**src/rtl/addr_latch_pkg.sv**
```systemverilog
package addr_latch_pkg;
    typedef enum logic [1:0] {
        MODE_DEMUX = 2'b00,
        MODE_WRITE = 2'b01,
        MODE_CLEAR = 2'b10,
        MODE_HOLD  = 2'b11
    } latch_mode_e;
endpackage

```
**src/rtl/latch_mode_decode.sv**
```systemverilog
module latch_mode_decode
    import addr_latch_pkg::*;
(
    input  logic        en_n,
    input  logic        clr_n,
    output latch_mode_e mode
);
    always_comb begin
        unique case ({en_n, clr_n})
            2'b01:   mode = MODE_WRITE;
            2'b11:   mode = MODE_HOLD;
            2'b00:   mode = MODE_DEMUX;
            default: mode = MODE_CLEAR;
        endcase
    end
endmodule

```
**src/rtl/latch_addr_decode.sv**
```systemverilog
module latch_addr_decode #(
    parameter int ADDR_W = 3,
    localparam int NBITS = 1 << ADDR_W
) (
    input  logic [ADDR_W-1:0] addr,
    output logic [NBITS-1:0]  sel
);
    for (genvar i = 0; i < NBITS; i++) begin : g_sel
        assign sel[i] = (addr == ADDR_W'(i));
    end
endmodule

```
**src/rtl/latch_store.sv**
```systemverilog
module latch_store
    import addr_latch_pkg::*;
#(
    parameter int NBITS = 8
) (
    input  logic             clk,
    input  logic             rst_n,
    input  latch_mode_e      mode,
    input  logic             din,
    input  logic [NBITS-1:0] sel,
    output logic [NBITS-1:0] store
);
    logic [NBITS-1:0] store_nxt;

    always_comb begin
        unique case (mode)
            MODE_CLEAR: store_nxt = '0;
            MODE_DEMUX: store_nxt = sel & {NBITS{din}};
            MODE_WRITE: store_nxt = (store & ~sel) | (sel & {NBITS{din}});
            MODE_HOLD:  store_nxt = store;
        endcase
    end

    always_ff @(posedge clk or negedge rst_n) begin
        if (!rst_n) store <= '0;
        else        store <= store_nxt;
    end
endmodule

```
**src/rtl/addr_change_monitor.sv**
```systemverilog
module addr_change_monitor #(
    parameter int ADDR_W = 3
) (
    input  logic              clk,
    input  logic              rst_n,
    input  logic              en_n,
    input  logic [ADDR_W-1:0] addr,
    output logic              addr_hazard
);
    logic [ADDR_W-1:0] addr_prev;

    always_ff @(posedge clk or negedge rst_n) begin
        if (!rst_n) begin
            addr_prev   <= '0;
            addr_hazard <= 1'b0;
        end else begin
            addr_prev   <= addr;
            addr_hazard <= !en_n && (addr != addr_prev);
        end
    end
endmodule

```
**src/rtl/addr_latch.sv**
```systemverilog
module addr_latch
    import addr_latch_pkg::*;
#(
    parameter int ADDR_W = 3,
    localparam int NBITS = 1 << ADDR_W
) (
    input  logic              clk,
    input  logic              rst_n,
    input  logic              din,
    input  logic [ADDR_W-1:0] addr,
    input  logic              en_n,
    input  logic              clr_n,
    output logic [NBITS-1:0]  q,
    output logic              addr_hazard
);
    latch_mode_e      mode;
    logic [NBITS-1:0] sel;
    logic [NBITS-1:0] store;

    latch_mode_decode u_mode (
        .en_n (en_n),
        .clr_n(clr_n),
        .mode (mode)
    );

    latch_addr_decode #(.ADDR_W(ADDR_W)) u_dec (
        .addr(addr),
        .sel (sel)
    );

    latch_store #(.NBITS(NBITS)) u_store (
        .clk  (clk),
        .rst_n(rst_n),
        .mode (mode),
        .din  (din),
        .sel  (sel),
        .store(store)
    );

    addr_change_monitor #(.ADDR_W(ADDR_W)) u_mon (
        .clk        (clk),
        .rst_n      (rst_n),
        .en_n       (en_n),
        .addr       (addr),
        .addr_hazard(addr_hazard)
    );

    always_comb begin
        unique case (mode)
            MODE_CLEAR: q = '0;
            MODE_DEMUX: q = sel & {NBITS{din}};
            MODE_WRITE: q = store;
            MODE_HOLD:  q = store;
        endcase
    end
endmodule

```
**config.mk**
```make
export PLATFORM = sky130hd
export DESIGN_NAME = addr_latch
export DESIGN_NICKNAME = d
export VERILOG_FILES = /design/src/rtl/addr_latch_pkg.sv /design/src/rtl/latch_mode_decode.sv /design/src/rtl/latch_addr_decode.sv /design/src/rtl/latch_store.sv /design/src/rtl/addr_change_monitor.sv /design/src/rtl/addr_latch.sv
export SDC_FILE = /design/constraint.sdc
export NUM_CORES = 1
export LEC_CHECK = 0
export ABC_CLOCK_PERIOD_IN_PS = 2000
export BUFFER_PORTS_ARGS = -buffer_cell sky130_fd_sc_hd__buf_2
export CORE_AREA = 8 8 45 47
export DETAILED_ROUTE_END_ITERATION = 7
export DIE_AREA = 0 0 53 55
export GPL_ROUTABILITY_DRIVEN = 0
export GPL_TIMING_DRIVEN = 0
export HOLD_SLACK_MARGIN = 0.05
export PLACE_DENSITY = 0.74
export REMOVE_ABC_BUFFERS = 1
export SKIP_LAST_GASP = 1
export SLEW_MARGIN = 20
export SYNTH_ARGS = -nofsm -noshare
export SYNTH_HDL_FRONTEND = slang
export SYNTH_SLANG_ARGS = --single-unit
```
**constraint.sdc**
```tcl
create_clock -name clk -period 2 [get_ports clk]
set_input_delay 0.4 -clock clk [delete_from_list [all_inputs] [get_ports clk]]
set_output_delay 0.4 -clock clk [all_outputs]
set_load 0.005 [all_outputs]
```
# Yosys cells after proc, flatten, opt, wreduce, memory -nomap -nowiden
# Cells that the tools add are included.
# W data, S select, Z words.
[op_classes]
n_div = 0
eq_ne = 13
n_reduce_logical = 6
shift = 0
n_mul = 0
magnitude_cmp = 0
bitwise = 4
addsub = 0
n_mux = 3
[op_table]
columns = ["cell", "n"]
rows = [
  ["$pmux W8 S3", 2],
  ["$and A8 B8 Y8", 2],
  ["$eq A3 B3 Y1 const B", 4],
  ["$not A8 Y8", 1],
  ["$or A8 B8 Y8", 1],
  ["$eq A2 B2 Y1 const B", 3],
  ["$eq A3 B2 Y1 const B", 2],
  ["$pmux W2 S3", 1],
  ["$eq A2 B1 Y1 const B", 2],
  ["$logic_not A2 Y1", 2],
  ["$eq A3 B1 Y1 const B", 1],
  ["$logic_not A3 Y1", 1],
  ["$ne A3 B3 Y1", 1],
  ["$reduce_or A2 Y1", 1],
  ["$logic_and A1 B1 Y1", 1],
  ["$logic_not A1 Y1", 1],
]
[totals]
mem_count = 0
latch_bits = 0
regBits = 12
mem_bits_ro = 0
ramBits = 0
out_inout_bits = 9

# Logic depth before layout (Yosys ltp)
# Gate-level depths: netlist (run 1).
[logic_depth]
depth_word = 5
ltp_mapped = 3

# By module
# From an unflattened synthesis (run 1), not the netlist that was laid out.
[unflattened]
cells_unflattened = 87
area_unflattened_um2 = 835.8
[modules_own_cells]
columns = ["module", "cells_each", "seq_area_each_um2", "instances", "area_per_inst_um2"]
rows = [
  ["latch_store", 43, 200.2, 1, 447.9],
  ["addr_latch", 26, 0.0, 1, 182.7],
  ["addr_change_monitor", 8, 100.1, 1, 132.6],
  ["latch_addr_decode", 8, 0.0, 1, 65.1],
  ["latch_mode_decode", 2, 0.0, 1, 7.5],
]

# Worst setup path after synthesis (run 1)
# Ideal clock, no wire load.
[synth_path]
path_kind = "input to output"
from = "in clr_n"
to = "out q[0]"
cell_stages = 3
arrival_time_ns = 1.258
setup_slack_ns = 0.342
cell_sequence = "buf_6 > or4b_4 > o31ai_4"
[synth_via]
elab_chain_cells = 5
word_cells_on_any_way = 10
cone_classes = "5 x eq/ne; 2 x mux; 3 x reduce/logical"
[synth_lines]
columns = ["item", "line_no", "text"]
rows = [
  ["start, declared", "addr_latch.sv:12", "input logic clr_n,"],
  ["$eq A2 B2 Y1 (tied with other cells)", "latch_mode_decode.sv:9", "unique case ({en_n, clr_n})"],
  ["$pmux W2 S3 (*)", "latch_mode_decode.sv:9", ""],
  ["$eq A2 B1 Y1 or $eq A2 B2 Y1 (tied branches)", "addr_latch.sv:49", "unique case (mode)"],
  ["$reduce_or A2 Y1 (no line)", "n/a", ""],
  ["$pmux W8 S3 (*)", "addr_latch.sv:49", ""],
  ["end, declared", "addr_latch.sv:13", "output logic [NBITS-1:0] q,"],
]
# Mark *: on every way between the ends. The rest lies on a longest branch, timed or not.

# Worst setup path in the final report (run 1)
# Same ends and word-level chain as after synthesis.

==> flow_metrics.tcl, run 1 <==
set metrics [dict create \
    synth_area_leaders "dfrtp_1 (46%), mux2i_1 (12%), nand2_1 (5.2%), nor4bb_1 (4.6%), nor4b_1 (4.1%)" \
    yosysTopAreaCell "dfrtp_1" \
    dieArea_mm2 0.00292 \
    p_sw_mw 0.123 \
    insertion_delay_ps 270 \
    critPathKind "input port to output port" \
    start_util_pct 46.8 \
    avgSynthCellArea_um2 11.0 \
    critPathArrivalTime_ps 1480 \
    rows 14 \
    hp-start "addr[0]" \
    final_util_pct 55.2 \
    hp-class "input port to flop" \
    rsz0062_at_grt "false" \
    synth_cell_type_count 20 \
    dr.pass1.iters 4 \
    drt_wl_total_um 1420 \
    drv_cap 0 \
    power_density_mw_per_mm2 673 \
    end_kind "output port" \
    cts_num_sinks 12 \
    p_leak_nw 0.348 \
    swShare_pct 23.9 \
    status "finished clean" \
    synth_warnings 0 \
    ant_nets 0 \
    synth_top_family_by_area "simple AND/OR/NAND/NOR gates" \
    synth-simple-area-share_pct 22.0 \
    min_path_cells 1 \
    grt_pass1_wl_um 2380 \
    die_height_um 55 \
    drive_above_1_share_pct 29.3 \
    synthMuxAreaShare_pct 12.4 \
    worst_slew_pin_slew_ps 338 \
    track_usage_pct 11.0 \
    p_seq_share_pct 49.7 \
    skew_ps 0.595 \
    crit_path_max_fanout 10 \
    finalCritPeriodShare_pct 94.0 \
    drtIter0Drc 6 \
    avgRoutedWirePerCell_um 15.6 \
    diodes 0 \
    r2r-end "u_mon.addr_hazard" \
    place_inst 86 \
    dr_total_vias 511 \
    cp-start-kind "input port" \
    cp.required_ps 1600 \
    ys_ff_latch 12 \
    synth_top_area_share_pct 46.3 \
    synth_compound_area_share_pct 10.0 \
    dp_hpwl_um 979 \
    drc 0 \
    grt_max_degree 16 \
    setup_viol 0 \
    cts_made_buffers 3 \
    port_buffers 16 \
    clkPwrFrac_pct 36.7 \
    slew_violations 0 \
    syn_area_um2 648 \
    synthToLayoutAreaGrowth_pct 18.0 \
    ff2ff_setup_slack_ps 1270 \
    core_mm2 0.00138 \
    tns_ps 0 \
    relSlewSlack_pct 77.1 \
    synthCells 59 \
    combPwrFrac_pct 13.6 \
    hold_slack_ps 367 \
    h-tree-depth 1 \
    grt_pass1_vias 517 \
    max_freq_mhz 532 \
    ys_seq_area_share_pct 46.3 \
    reg2reg_depth 2 \
    synth_xor_area_share_pct 4.05 \
    antenna_found_initial 0 \
    ir_worst_vdd_mv 0.370 \
    die_x_um 53 \
    synthAdderAreaFrac_pct 0 \
    whs_endpoint "u_mon.addr_prev[0]" \
    p_int_mw 0.392 \
    overflow 0 \
    r2r-start "u_mon.addr_prev[2]" \
    clock_path_buffers 2 \
    stdcell_count 91 \
    hold_viol_final 0 \
    cts_tree "built" \
    cts_root_buf "clkbuf_4" \
    routed_via_density 5.62 \
    fin_nets 84 \
    layout_min_cycle_time_ps 1880 \
    clk_pin_slew_ps 80 \
    boundaryPins 17 \
]
## registers in the layout, indices dropped and copies added (netlist names)
register,flops
u_mon.addr_hazard,1
u_mon.addr_prev,3
u_store.store,8
## synthesized netlist by cell type
library cell / number
buf_6: 1
mux2i_1: 8
inv_1: 1
xnor2_1: 3
o31ai_4: 1
buf_2: 3
a31oi_1: 1
nand2b_1: 2
o21ai_0: 3
nand2_1: 9
nand4bb_1: 1
clkbuf_1: 1
nor4bb_1: 3
nor4_1: 1
or4b_4: 1
nor4b_1: 3
nand4b_1: 1
o21ai_1: 3
dfrtp_1: 12
o31ai_1: 1
## per-stage QoR
step / power, mW / worst slack, ps / instance area, um2
floorplan: 0.290 / 462 / 618
global placement: 0.329 / 126 / 718
detailed placement: 0.330 / 120 / 718
CTS: 0.520 / 118 / 764
global route: 0.541 / 80.1 / 764
finish: 0.515 / 121 / 764
## timing repair
item | CTS | global route
buffers inserted | 0 | 0
endpoints found under the hold margin | 12 | 0
gates resized for setup | 0 | 0
hold buffers | 1 | 0
## critical path: stages
cell	delay [ps]
buf_2	160
or4b_4	610
o31ai_4	170
buf_2	140
## kinds of logic (layout without fill, tap and decap cells)
group | after synthesis | after routing
xor gates and xnor gates | 3 | 3
buffers and inverters | 6 | 22
DFF | 12 | 12
and+or+nand+nor | 21 | 21
AOI/OAI and AO/OA | 9 | 9
muxes | 8 | 8
## cell usage in the layout (no fill, tap or decap)
cell | Yosys | routed
o31ai_4 | 1 | 1
a31oi_1 | 1 | 1
nor4b_1 | 3 | 3
buf_2 | 3 | 16
nand4bb_1 | 1 | 1
nor4bb_1 | 3 | 3
mux2i_1 | 8 | 8
dfrtp_1 | 12 | 12
or4b_4 | 1 | 1
nand2_1 | 9 | 9
clkbuf_4 | 0 | 3
nand2b_1 | 2 | 2
inv_1 | 1 | 1
o21ai_1 | 3 | 3
o21ai_0 | 3 | 3
nand4b_1 | 1 | 1
nor4_1 | 1 | 1
dlygate4sd3_1 | 0 | 1
xnor2_1 | 3 | 3
o31ai_1 | 1 | 1
clkbuf_8 | 0 | 1
## how the worst max path moves through the flow
stage | from | end | slack, ps
after floorplan | clr_n | q[0] | 460
after global placement | clr_n | q[0] | 130
after detailed placement | clr_n | q[0] | 120
after CTS | clr_n | q[0] | 120
after global routing | clr_n | q[2] | 80
final | clr_n | q[0] | 120
## power groups by stage
stage          Sequential (mW)  Combinational (mW)  Clock [mW]
5_1_grt                  0.257              0.0783       0.206
2_1_floorplan            0.260              0.0297           0
6_report                 0.256              0.0701       0.189
4_1_cts                  0.256              0.0709       0.194
3_3_place_gp             0.260              0.0683           0
3_5_place_dp             0.260              0.0694           0
## area by class of cell
cell class | count | area [um2]
clock buffer | 4 | 36.3
sequential | 12 | 300
tap | 16 | 20.0
multi-input combinational | 41 | 314
fill | 128 | 619
timing repair buffer | 17 | 90.1
inverter | 1 | 3.75
## metal layers
metal	wire [um]	vias up	global-route usage [%]
met2	613	24	16.8
met4	0	0	5.17
li1	-	245	-
met1	647	242	13.2
met3	159	0	4.81
met5	0	-	0
No activity file was read; power rests on OpenSTA's default activity.
==> inputs of run 2 (changes only) <==
--- a/config.mk
+++ b/config.mk
@@ -7,7 +7,9 @@
 export LEC_CHECK = 0
 export ABC_CLOCK_PERIOD_IN_PS = 2000
 export BUFFER_PORTS_ARGS = -buffer_cell sky130_fd_sc_hd__buf_2
+export CAP_MARGIN = 25
 export CORE_AREA = 8 8 45 47
+export CTS_CLUSTER_SIZE = 14
 export DETAILED_ROUTE_END_ITERATION = 7
 export DIE_AREA = 0 0 53 55
 export GPL_ROUTABILITY_DRIVEN = 0
@@ -15,6 +17,7 @@
 export HOLD_SLACK_MARGIN = 0.05
 export PLACE_DENSITY = 0.74
 export REMOVE_ABC_BUFFERS = 1
+export SETUP_SLACK_MARGIN = 0.2
 export SKIP_LAST_GASP = 1
 export SLEW_MARGIN = 20
 export SYNTH_ARGS = -nofsm -noshare
==> flow_metrics.tcl, run 2 (synthesis gave the netlist of run 1 again) <==
set metrics [dict create \
    status "finished clean" \
    hp-class "input port to flop" \
    cpLargestDelayFamily "simple AND/OR/NAND/NOR gates" \
    critPathMaxStageDelay_ps 590 \
    skew_ps 0.595 \
    cts_num_sinks 12 \
    largest_register_ffs 8 \
    track_usage_pct 10.9 \
    power_density_mw_per_mm2 640 \
    busiest_layer "met2" \
    worst_slew_pin_slew_ps 338 \
    ir_worst_vdd_mv 0.359 \
    antenna_found_initial 0 \
    final_util_pct 59.5 \
    drc 0 \
    p_seq_share_pct 48.5 \
    insertion_delay_ps 270 \
    drive_above_1_share_pct 33.8 \
    tns_ps 0 \
    p_sw_mw 0.125 \
    clkPwrFrac_pct 35.9 \
    rows 14 \
    relSlewSlack_pct 77.2 \
    max_freq_mhz 551 \
    crit_path_max_fanout 6 \
    p_leak_nw 0.375 \
    synthToLayoutAreaGrowth_pct 27.0 \
    swShare_pct 23.6 \
    critPathKind "input port to output port" \
    die_x_um 53 \
    h-tree-depth 1 \
    cts_root_buf "clkbuf_4" \
    routed_via_density 5.55 \
    overflow 0 \
    cts_made_buffers 3 \
    critPathArrivalTime_ps 1420 \
    p_int_mw 0.402 \
    cp_cell_sequence "buf_12 > or4b_4 > o31ai_4 > buf_2" \
    hold_slack_ps 294 \
    place_inst 86 \
    port_buffers 16 \
    fin_nets 86 \
    cts_tree "built" \
    end_kind "output port" \
    boundaryPins 17 \
    use_met2_pct 17.0 \
    use_met1_pct 12.7 \
    gr-usage-met3_pct 4.81 \
    slew_violations 0 \
    core_mm2 0.00138 \
    clock_path_buffers 2 \
    regMostFlops "u_store.store" \
    ant_nets 0 \
    reg.largest.list "u_store.store (8), u_mon.addr_prev (3), u_mon.addr_hazard (1)" \
    avgRoutedWirePerCell_um 15.6 \
    layout_min_cycle_time_ps 1820 \
    finalCritPeriodShare_pct 90.8 \
    grt_pass1_wl_um 2350 \
    clk_pin_slew_ps 80 \
    dp_hpwl_um 979 \
    combPwrFrac_pct 15.6 \
    dieArea_mm2 0.00292 \
    final_common_cell "buf_2" \
    cp-start-kind "input port" \
    cp_slowest_cell "or4b_4" \
    dr_total_vias 516 \
    drt_wl_total_um 1450 \
    start_util_pct 46.8 \
    layout_common_cells "buf_2 (13), dfrtp_1 (12), nand2_1 (9)" \
    finalInstanceArea_um2 823 \
    grt_pass1_vias 514 \
    die_height_um 55 \
    dr.pass1.iters 4 \
    hold_viol_final 0 \
    worst-path-buf-inv 2 \
    diodes 0 \
    drtIter0Drc 3 \
    placed_cell_area_um2 718 \
    n_fill_cell 120 \
    stdcell_count 93 \
    drv_cap 0 \
    grt_max_degree 16 \
    rsz0062_at_grt "true" \
    cp.required_ps 1600 \
    setup_viol 0 \
]
==> run 2: cell type report <==
cell class	instances	area, um2	share of cell area [%]
repair buffers	19	141	17.2
multi-input cells	41	322	39.1
clock buffers	4	36.3	4.41
inverters	1	3.75	0.456
well taps	16	20.0	2.43
flip-flops and latches	12	300	36.5
==> run 2: worst paths after layout <==
check | slack, ps | depth (start not counted) | from | endpoint
setup / recovery | 180 | 4 | clr_n | q[0]
hold / removal | 290 | 1 | addr[0] | u_mon.addr_prev[0]
setup reg to reg | 1270 | 2 | u_mon.addr_prev[2] | u_mon.addr_hazard
hold reg to reg | 540 | 2 | u_store.store[5] | u_store.store[5]
max in group asynchronous | 1250 | 2 | rst_n | u_store.store[3]
min in group asynchronous | 520 | 2 | rst_n | u_mon.addr_prev[0]
==> run 2: through the flow <==
| stage | worst slack [ps] | power (mW) |
|---|---|---|
| 2_1_floorplan | 462 | 0.290 |
| 3_3_place_gp | 126 | 0.329 |
| 3_5_place_dp | 120 | 0.330 |
| 4_1_cts | 174 | 0.523 |
| 5_1_grt | 151 | 0.553 |
| 6_report | 184 | 0.527 |
==> run 2: timing repair <==
action	4_1_cts	5_1_grt
hold buffers	1	0
setup endpoints to repair	4	4
pin swaps	1	2
gates resized for setup	5	7
setup buffers	0	2
endpoints found under the hold margin	12	0
==> run 2: power by group through the flow <==
stage / clock (mW) / combinational (mW) / sequential, mW
finish: 0.189 / 0.0821 / 0.256
CTS: 0.194 / 0.0741 / 0.256
global placement: 0 / 0.0683 / 0.260
global route: 0.206 / 0.0905 / 0.257
floorplan: 0 / 0.0297 / 0.260
detailed placement: 0 / 0.0694 / 0.260
==> run 2: layer usage <==
metal,wire [um],vias up
li1,-,248
met1,642,251
met2,660,17
met3,143,0
met4,0,0
met5,0,-
